## src/rtl/stbuf_pkg.sv

```systemverilog
// Shared helpers for the round-robin stage buffer.
// Assumes bank counts are small (ring indices fit in 32 bits).
package stbuf_pkg;

    // Advance a ring index modulo n.
    function automatic int unsigned ring_next(input int unsigned idx, input int unsigned n);
        return (idx == n - 1) ? 0 : idx + 1;
    endfunction

    // Base element offset of a given bank.
    function automatic int unsigned bank_base(input int unsigned idx, input int unsigned elems);
        return idx * elems;
    endfunction

endpackage

```

## src/rtl/stbuf_ring_ptr.sv

```systemverilog
// Bank ownership pointer for one side of the buffer.
// Holds the owned bank index and its base offset, and advances both
// modulo NUM_BANKS on 'advance'. It produces the physical address as
// base plus local address. Assumes the local address is below ELEMS.
module stbuf_ring_ptr #(
    parameter int NUM_BANKS = 3,
    parameter int ELEMS     = 8,
    localparam int LA_W  = $clog2(ELEMS),
    localparam int PA_W  = $clog2(NUM_BANKS * ELEMS),
    localparam int IDX_W = (NUM_BANKS > 1) ? $clog2(NUM_BANKS) : 1
) (
    input  logic            clk,
    input  logic            rst_n,
    input  logic            advance,
    input  logic [LA_W-1:0] local_addr,
    output logic [PA_W-1:0] phys_addr
);
    import stbuf_pkg::*;

    logic [IDX_W-1:0] idx_q;
    logic [PA_W-1:0]  base_q;

    // Step the owned bank and its offset to the next bank in the ring.
    always_ff @(posedge clk) begin
        if (!rst_n) begin
            idx_q  <= '0;
            base_q <= '0;
        end else if (advance) begin
            idx_q  <= IDX_W'(ring_next(32'(idx_q), NUM_BANKS));
            base_q <= PA_W'(bank_base(ring_next(32'(idx_q), NUM_BANKS), ELEMS));
        end
    end

    // Map the local address into the owned bank.
    always_comb phys_addr = base_q + PA_W'(local_addr);

endmodule

```

## src/rtl/stbuf_occupancy.sv

```systemverilog
// Counts full banks and grants both sides.
// A write is granted while a free bank exists. A read is granted while
// a full bank exists. A granted write to the last element completes a
// bank and a granted read of the last element releases one.
// Assumes both sides see the same count and only one bank changes per side per cycle.
module stbuf_occupancy #(
    parameter int NUM_BANKS = 3,
    localparam int CNT_W = $clog2(NUM_BANKS + 1)
) (
    input  logic clk,
    input  logic rst_n,
    input  logic wr_req,
    input  logic wr_last,
    input  logic rd_req,
    input  logic rd_last,
    output logic wr_en,
    output logic rd_en,
    output logic wr_done,
    output logic rd_done
);
    logic [CNT_W-1:0] full_q;

    // Grant decisions from the current fill level.
    always_comb begin
        wr_en   = wr_req && (full_q != CNT_W'(NUM_BANKS));
        rd_en   = rd_req && (full_q != '0);
        wr_done = wr_en && wr_last;
        rd_done = rd_en && rd_last;
    end

    // Track full banks; a completion and a release on the same edge cancel.
    always_ff @(posedge clk) begin
        if (!rst_n)
            full_q <= '0;
        else if (wr_done && !rd_done)
            full_q <= full_q + 1'b1;
        else if (rd_done && !wr_done)
            full_q <= full_q - 1'b1;
    end

endmodule

```

## src/rtl/stbuf_dpram.sv

```systemverilog
// Simple dual-port RAM: one write port and one synchronous read port.
// The read data register updates only on a read, with one cycle of
// latency. REG_RESET picks whether that register is reset.
module stbuf_dpram #(
    parameter int    WIDTH     = 20,
    parameter int    WORDS     = 24,
    parameter bit    REG_RESET = 1'b1,
    localparam int   AW        = $clog2(WORDS)
) (
    input  logic             clk,
    input  logic             rst_n,
    input  logic             we,
    input  logic [AW-1:0]    waddr,
    input  logic [WIDTH-1:0] wdata,
    input  logic             re,
    input  logic [AW-1:0]    raddr,
    output logic [WIDTH-1:0] rdata
);
    logic [WIDTH-1:0] mem [WORDS];

    // Store write data.
    always_ff @(posedge clk) begin
        if (we) mem[waddr] <= wdata;
    end

    generate
        if (REG_RESET) begin : g_rst
            // Registered read with a reset output.
            always_ff @(posedge clk) begin
                if (!rst_n)  rdata <= '0;
                else if (re) rdata <= mem[raddr];
            end
        end else begin : g_nrst
            // Registered read without reset.
            always_ff @(posedge clk) begin
                if (re) rdata <= mem[raddr];
            end
        end
    endgenerate

endmodule

```

## src/rtl/stbuf_rr.sv

```systemverilog
// Round-robin three-bank stage buffer between two transform stages.
// The producer fills banks in ring order and the consumer drains them in the
// same order. Every transfer needs a request plus a same-cycle enable.
// Assumes each side walks local addresses so that element ELEMS-1 is its last access to a bank.
module stbuf_rr #(
    parameter int DATA_W    = 20,
    parameter int ELEMS     = 8,
    parameter int NUM_BANKS = 3,
    localparam int LA_W  = $clog2(ELEMS),
    localparam int PA_W  = $clog2(NUM_BANKS * ELEMS),
    localparam int WORDS = NUM_BANKS * ELEMS
) (
    input  logic              clk,
    input  logic              rst_n,
    input  logic              wr_req,
    input  logic [LA_W-1:0]   wr_addr,
    input  logic [DATA_W-1:0] wr_data,
    output logic              wr_en,
    input  logic              rd_req,
    input  logic [LA_W-1:0]   rd_addr,
    output logic              rd_en,
    output logic [DATA_W-1:0] rd_data,
    output logic              rd_valid
);
    logic            wr_done, rd_done;
    logic [PA_W-1:0] wr_phys, rd_phys;
    logic            rd_valid_q;

    stbuf_occupancy #(.NUM_BANKS(NUM_BANKS)) u_occ (
        .clk     (clk),
        .rst_n   (rst_n),
        .wr_req  (wr_req),
        .wr_last (wr_addr == LA_W'(ELEMS - 1)),
        .rd_req  (rd_req),
        .rd_last (rd_addr == LA_W'(ELEMS - 1)),
        .wr_en   (wr_en),
        .rd_en   (rd_en),
        .wr_done (wr_done),
        .rd_done (rd_done)
    );

    stbuf_ring_ptr #(.NUM_BANKS(NUM_BANKS), .ELEMS(ELEMS)) u_wptr (
        .clk        (clk),
        .rst_n      (rst_n),
        .advance    (wr_done),
        .local_addr (wr_addr),
        .phys_addr  (wr_phys)
    );

    stbuf_ring_ptr #(.NUM_BANKS(NUM_BANKS), .ELEMS(ELEMS)) u_rptr (
        .clk        (clk),
        .rst_n      (rst_n),
        .advance    (rd_done),
        .local_addr (rd_addr),
        .phys_addr  (rd_phys)
    );

    stbuf_dpram #(.WIDTH(DATA_W), .WORDS(WORDS), .REG_RESET(1'b1)) u_ram (
        .clk   (clk),
        .rst_n (rst_n),
        .we    (wr_en),
        .waddr (wr_phys),
        .wdata (wr_data),
        .re    (rd_en),
        .raddr (rd_phys),
        .rdata (rd_data)
    );

    // Read data valid follows a granted read by one cycle.
    always_ff @(posedge clk) begin
        if (!rst_n) rd_valid_q <= 1'b0;
        else        rd_valid_q <= rd_en;
    end

    assign rd_valid = rd_valid_q;

endmodule

```

## config.mk

```make
export PLATFORM = sky130hd
export DESIGN_NAME = stbuf_rr
export DESIGN_NICKNAME = d
export VERILOG_FILES = /design/src/rtl/stbuf_pkg.sv /design/src/rtl/stbuf_ring_ptr.sv /design/src/rtl/stbuf_occupancy.sv /design/src/rtl/stbuf_dpram.sv /design/src/rtl/stbuf_rr.sv
export SDC_FILE = /design/constraint.sdc
export NUM_CORES = 1
export LEC_CHECK = 0
export ABC_AREA = 1
export BUFFER_PORTS_ARGS = -buffer_cell sky130_fd_sc_hd__buf_2
export CORE_MARGIN = 2
export CORE_UTILIZATION = 40
export DETAILED_ROUTE_END_ITERATION = 7
export GPL_TIMING_DRIVEN = 0
export HOLD_SLACK_MARGIN = 0.05
export PLACE_DENSITY = 0.59
export SLEW_MARGIN = 0
export SYNTH_ARGS = -nofsm -noshare
export SYNTH_HDL_FRONTEND = slang
export SYNTH_SLANG_ARGS = --single-unit
```

## constraint.sdc

```tcl
create_clock -name clk -period 4.9 [get_ports clk]
set_clock_uncertainty 0.15 [all_clocks]
set_input_delay 0.98 -clock clk [delete_from_list [all_inputs] [get_ports clk]]
set_output_delay 0.98 -clock clk [all_outputs]
set_load 0.05 [all_outputs]
```

; Word level (Yosys, flattened, before mapping)
; Memories as Yosys holds them, arrays and structs flattened. A register that Yosys moved wholly into a read port is not among the register bits.
; Index checks and enable logic that the tools add are counted.
[totals]
register_bits = 7
mem_bits_rw = 480
in_bits = 30
out_inout_bits = 23
word_cells = 33
n_memories = 1
[mem_list]
columns = name, depth, word_bits, read_ports, rd_clocked_by_memory_dff, write_ports, line
row1 = u_ram.mem, 24, 20, 1, 1, 1, stbuf_dpram.sv:19  ; logic [WIDTH-1:0] mem [WORDS];
[classes]
n_addsub = 6
n_eq_ne = 5
n_mux = 6
reduce_logical = 11
[ops]
columns = operator, count
row1 = adder 5 x 3 -> 5 bit, 2
row2 = 2-to-1 mux 2 bit, 4
row3 = "adder 2 x 1 -> 2 bit, second input constant", 3
row4 = "== test 3 bit, second input constant", 2
row5 = logical AND 1 bit, 6
row6 = "== test 2 bit, second input constant", 2
row7 = nonzero test 2 bit, 2
row8 = zero test 1 bit, 3
row9 = 2-to-1 mux 1 bit, 2
row10 = "!= test 2 bit, second input constant", 1
row11 = "subtractor 2 x 1 -> 2 bit, second input constant", 1

; Longest topological paths before layout
[depth]
word_depth = 7
mapped_depth = 12
ltp_nobuf = 10

; By module
; Synthesis repeated with hierarchy kept, for this count alone.
[unflattened]
hier_cells = 2111
hier_area_um2 = 21938.5
[by_module_without_submodules]
columns = module, n_inst, cells_per_inst, area_each_um2
row1 = stbuf_dpram, 1, 2050, 21535.7
row2 = stbuf_ring_ptr, 2, 15, 103.8
row3 = stbuf_occupancy, 1, 22, 140.1
row4 = stbuf_rr, 1, 9, 55.1

; Worst setup path before layout
; OpenSTA, ideal clock, no wires.
[synth_timing]
path_kind = input to register
start = input wr_req
end = memory u_ram.mem[0][0], enable pin
setup_ns = 0.397
arrival_ns = 2.608
path_slack_ns = 1.746
stages = 4
n_path_buf = 0
path_cell_list = o21ai_0 -> inv_1 -> nand3_1 -> nor2_1
[synth_between]
elab_chain_len = 3
[synth_rtl]
columns = element, line
row1 = start: declaration, stbuf_rr.sv:15  ; input logic wr_req,
row2 = logical AND 1 bit, stbuf_occupancy.sv:25  ; wr_en = wr_req && (full_q != CNT_W'(NUM_BANKS));
row3 = named net wr_en, stbuf_rr.sv:18  ; output logic wr_en,
row4 = 2-to-1 mux 1 bit, stbuf_dpram.sv:23  ; if (we) mem[waddr] <= wdata;
row5 = 2-to-1 mux 1 bit (implied by the code), stbuf_dpram.sv:23
row6 = end: declaration, stbuf_dpram.sv:19
; The timed path passes the listed nets, and every way through them passes these cells.

; Final worst setup path
[layout_timing]
start = input rd_req
end = output rd_en
[layout_between]
elab_chain_len = 1
[layout_rtl]
columns = element, line
row1 = start: declaration, stbuf_rr.sv:19  ; input logic rd_req,
row2 = logical AND 1 bit, stbuf_occupancy.sv:26  ; rd_en = rd_req && (full_q != '0);
row3 = end: declaration, stbuf_rr.sv:21  ; output logic rd_en,
; Every way passes these cells.

==> qor.txt <==
Bufs on Longest Clock Path: 3
Post-cts resize count: 0
Worst-skew pair later-pin latency: 0.62 ns
Required @ worst endpoint: 3.77 ns
Fin crit share: 70.3%
Die width: 237 um
Vias in the first global route: 14400
Wirelength per Cell: 22.3 um
All-Layer GR Usage: 23.7%
Post-Route Setup TNS: 0 ns
RSZ-0062 raised after global routing: false
Core ar.: 0.0538 sq mm
Via density: 5.07
Max transition margin: 35.9%
Synth cell types: 22
R2r setup slk: 2.15 ns
GRT Residual Overflow: 0
Synthesized flop and latch total: 507
Max Fclk: 290 MHz
Synth top area share: 66.2%
Most common cell after layout, fill and taps aside: nand2_1
MaxCap Viol Count: 0
Worst Path Arrival: 2.32 ns
Sink Count: 507
Total number of vias: 15100
Area Growth Syn to Fin: 15.0%
Fin. Hold Viols: 0
Synth area leaders: edfxtp_1, nand2_1, nand3_1
Worst IR Drop VDD: 0.303 mV
Worst-Margin Slew: 0.960 ns
CTS Buf Count: 53
Layout Nets: 2262
HPWL Detailed: 45300 um
Postcts setup bufs: 0
Most frequent cells in the layout: nand2_1, edfxtp_1, inv_1
Ports: 53
Layout cells sized above 1: 10.2%
Mapped Area: 0.0218 sq mm
Number of port buffers: 51
Syn Inst Count: 2107
Sequential area share after synthesis: 68.7%
Min Tclk post-route: 3.45 ns
Status: completed
H-tree levels: 2
Worst reg2reg path startpoint: u_occ.full_q[0]$_SDFFE_PN0P_
Post-Route WL: 66300 um
Worst hold path class: reg2reg
CTS Hold Bufs: 0
Site Rows: 85
CP Capture Type: output port
Hold Slack: 0.328 ns
Syn_nets: 2138
Antenna Cells: 0
Reg2Reg Depth: 6
Critical-path maximum fanout: 10
CP Class: in2out
Startpoint Class: input pin
Final setup fails: 0
WHS Path Cells: 2
Setup crit start: rd_req
Pwr/cell area: 377 mW/mm^2
1st-iter DRT viols: 1591
Remaining antenna violation count after routing: 0
Leak: 10.5 nW
Sequential Area: 0.0150 sq mm
CTS Root Cell: clkbuf_16
First-pass GRT wire length: 95200 um
Drt first pass iters: 5
Initial antenna violation count: 2
Synth Warn #: 0
Core Util, Final: 46.5%
Starting Density: 40.4%
DIE HEIGHT: 237 um
Post-route DRC: 0
Hold Path Origin: u_rptr.base_q[3]$_SDFFE_PN0P_
Total power: 9.44 mW
Syn Area/Cell: 10.3 sq um
GPL Wtd Cong: 1.03
Area of the multi-input gates: 0.00483 sq mm
Largest net degree at the start of global routing: 25
Die area: 0.0563 sq mm
Clock transition at path regs: 0.06 ns
Post-synth top area cell: edfxtp_1
CTS tree: yes
Final Max Slew Viols: 0
# fillers: 4929
synthesized netlist by cell type:
cell type and instances:
dfxtp_1 27, or2_0 9, o21ai_0 27, edfxtp_1 480, ha_1 1, nand4_1 1, a21oi_1 7, buf_6 21
clkbuf_1 25, buf_1 14, nand2_1 588, inv_1 376, inv_2 1, buf_8 1, buf_2 37, or2_1 11
nor3_1 2, clkinv_1 1, inv_4 1, nor2_1 107, nand3_1 365, buf_4 5
cell families (layout without fill, tap and decap cells):
group | Yosys count | after routing | share of synthesized area [%]
adders and majority gates | 1 | 1 | 0.0575
and+or+nand+nor | 1083 | 1083 | 21.0
buffers and inverters | 482 | 651 | 9.40
AOI/OAI and AO/OA | 34 | 34 | 0.782
DFF | 507 | 507 | 68.7
sequential cells by signal (all words and copies together) (netlist names):
name,count
u_ram.mem,480
u_ram.rdata,20
u_occ.full_q,2
u_rptr.base_q,2
u_wptr.idx_q,2
rd_valid,1
worst max-delay path, stage by stage:
cell and delay, ns:
buf_2 0.07, o21ai_0 0.17, inv_1 0.27, clkbuf_1 0.45
buf_2 0.36
stage by stage:
| step | instances | instance area [sq um] | worst slack [ns] |
|---|---|---|---|
| floorplan | 2107 | 21800 | 1.75 |
| detailed placement | 2872 | 23300 | 1.48 |
| global placement | 2854 | 22900 | 0.567 |
| CTS | 2972 | 25000 | 1.48 |
| global route | 2972 | 25000 | 1.42 |
| finish | 2972 | 25000 | 1.45 |
area by class of cell:
| type | count | area share, % |
|---|---|---|
| tap | 696 | 3.48 |
| buffer | 103 | 2.48 |
| multi-input combinational | 1118 | 19.3 |
| timing repair buffer | 69 | 2.35 |
| clock inverter | 19 | 0.760 |
| sequential | 507 | 59.8 |
| clock buffer | 81 | 6.12 |
| inverter | 379 | 5.70 |
metal layers:
metal,share of wire [%],up-vias,wire length (um),GRT usage [%]
li1,-,7067,-,-
met4,3.8,2,2510,9.38
met2,48,583,31500,39.2
met5,0.011,-,7,0
met3,7.5,116,4960,4.10
met1,41,7310,27300,31.2
power breakdown:
part | total (mW) | internal (mW) | switching, mW
registers | 4.80 | 4.78 | 0.0156
clock network | 4.01 | 2.31 | 1.70
logic | 0.633 | 0.154 | 0.479
worst paths after layout:
kind	to
setup / recovery	rd_en
hold / removal	u_rptr.base_q[3]$_SDFFE_PN0P_
setup reg to reg	u_ram.mem[16][7]$_DFFE_PP_
hold reg to reg	u_rptr.base_q[3]$_SDFFE_PN0P_
Note: power is estimated with default switching activity, not from simulation.
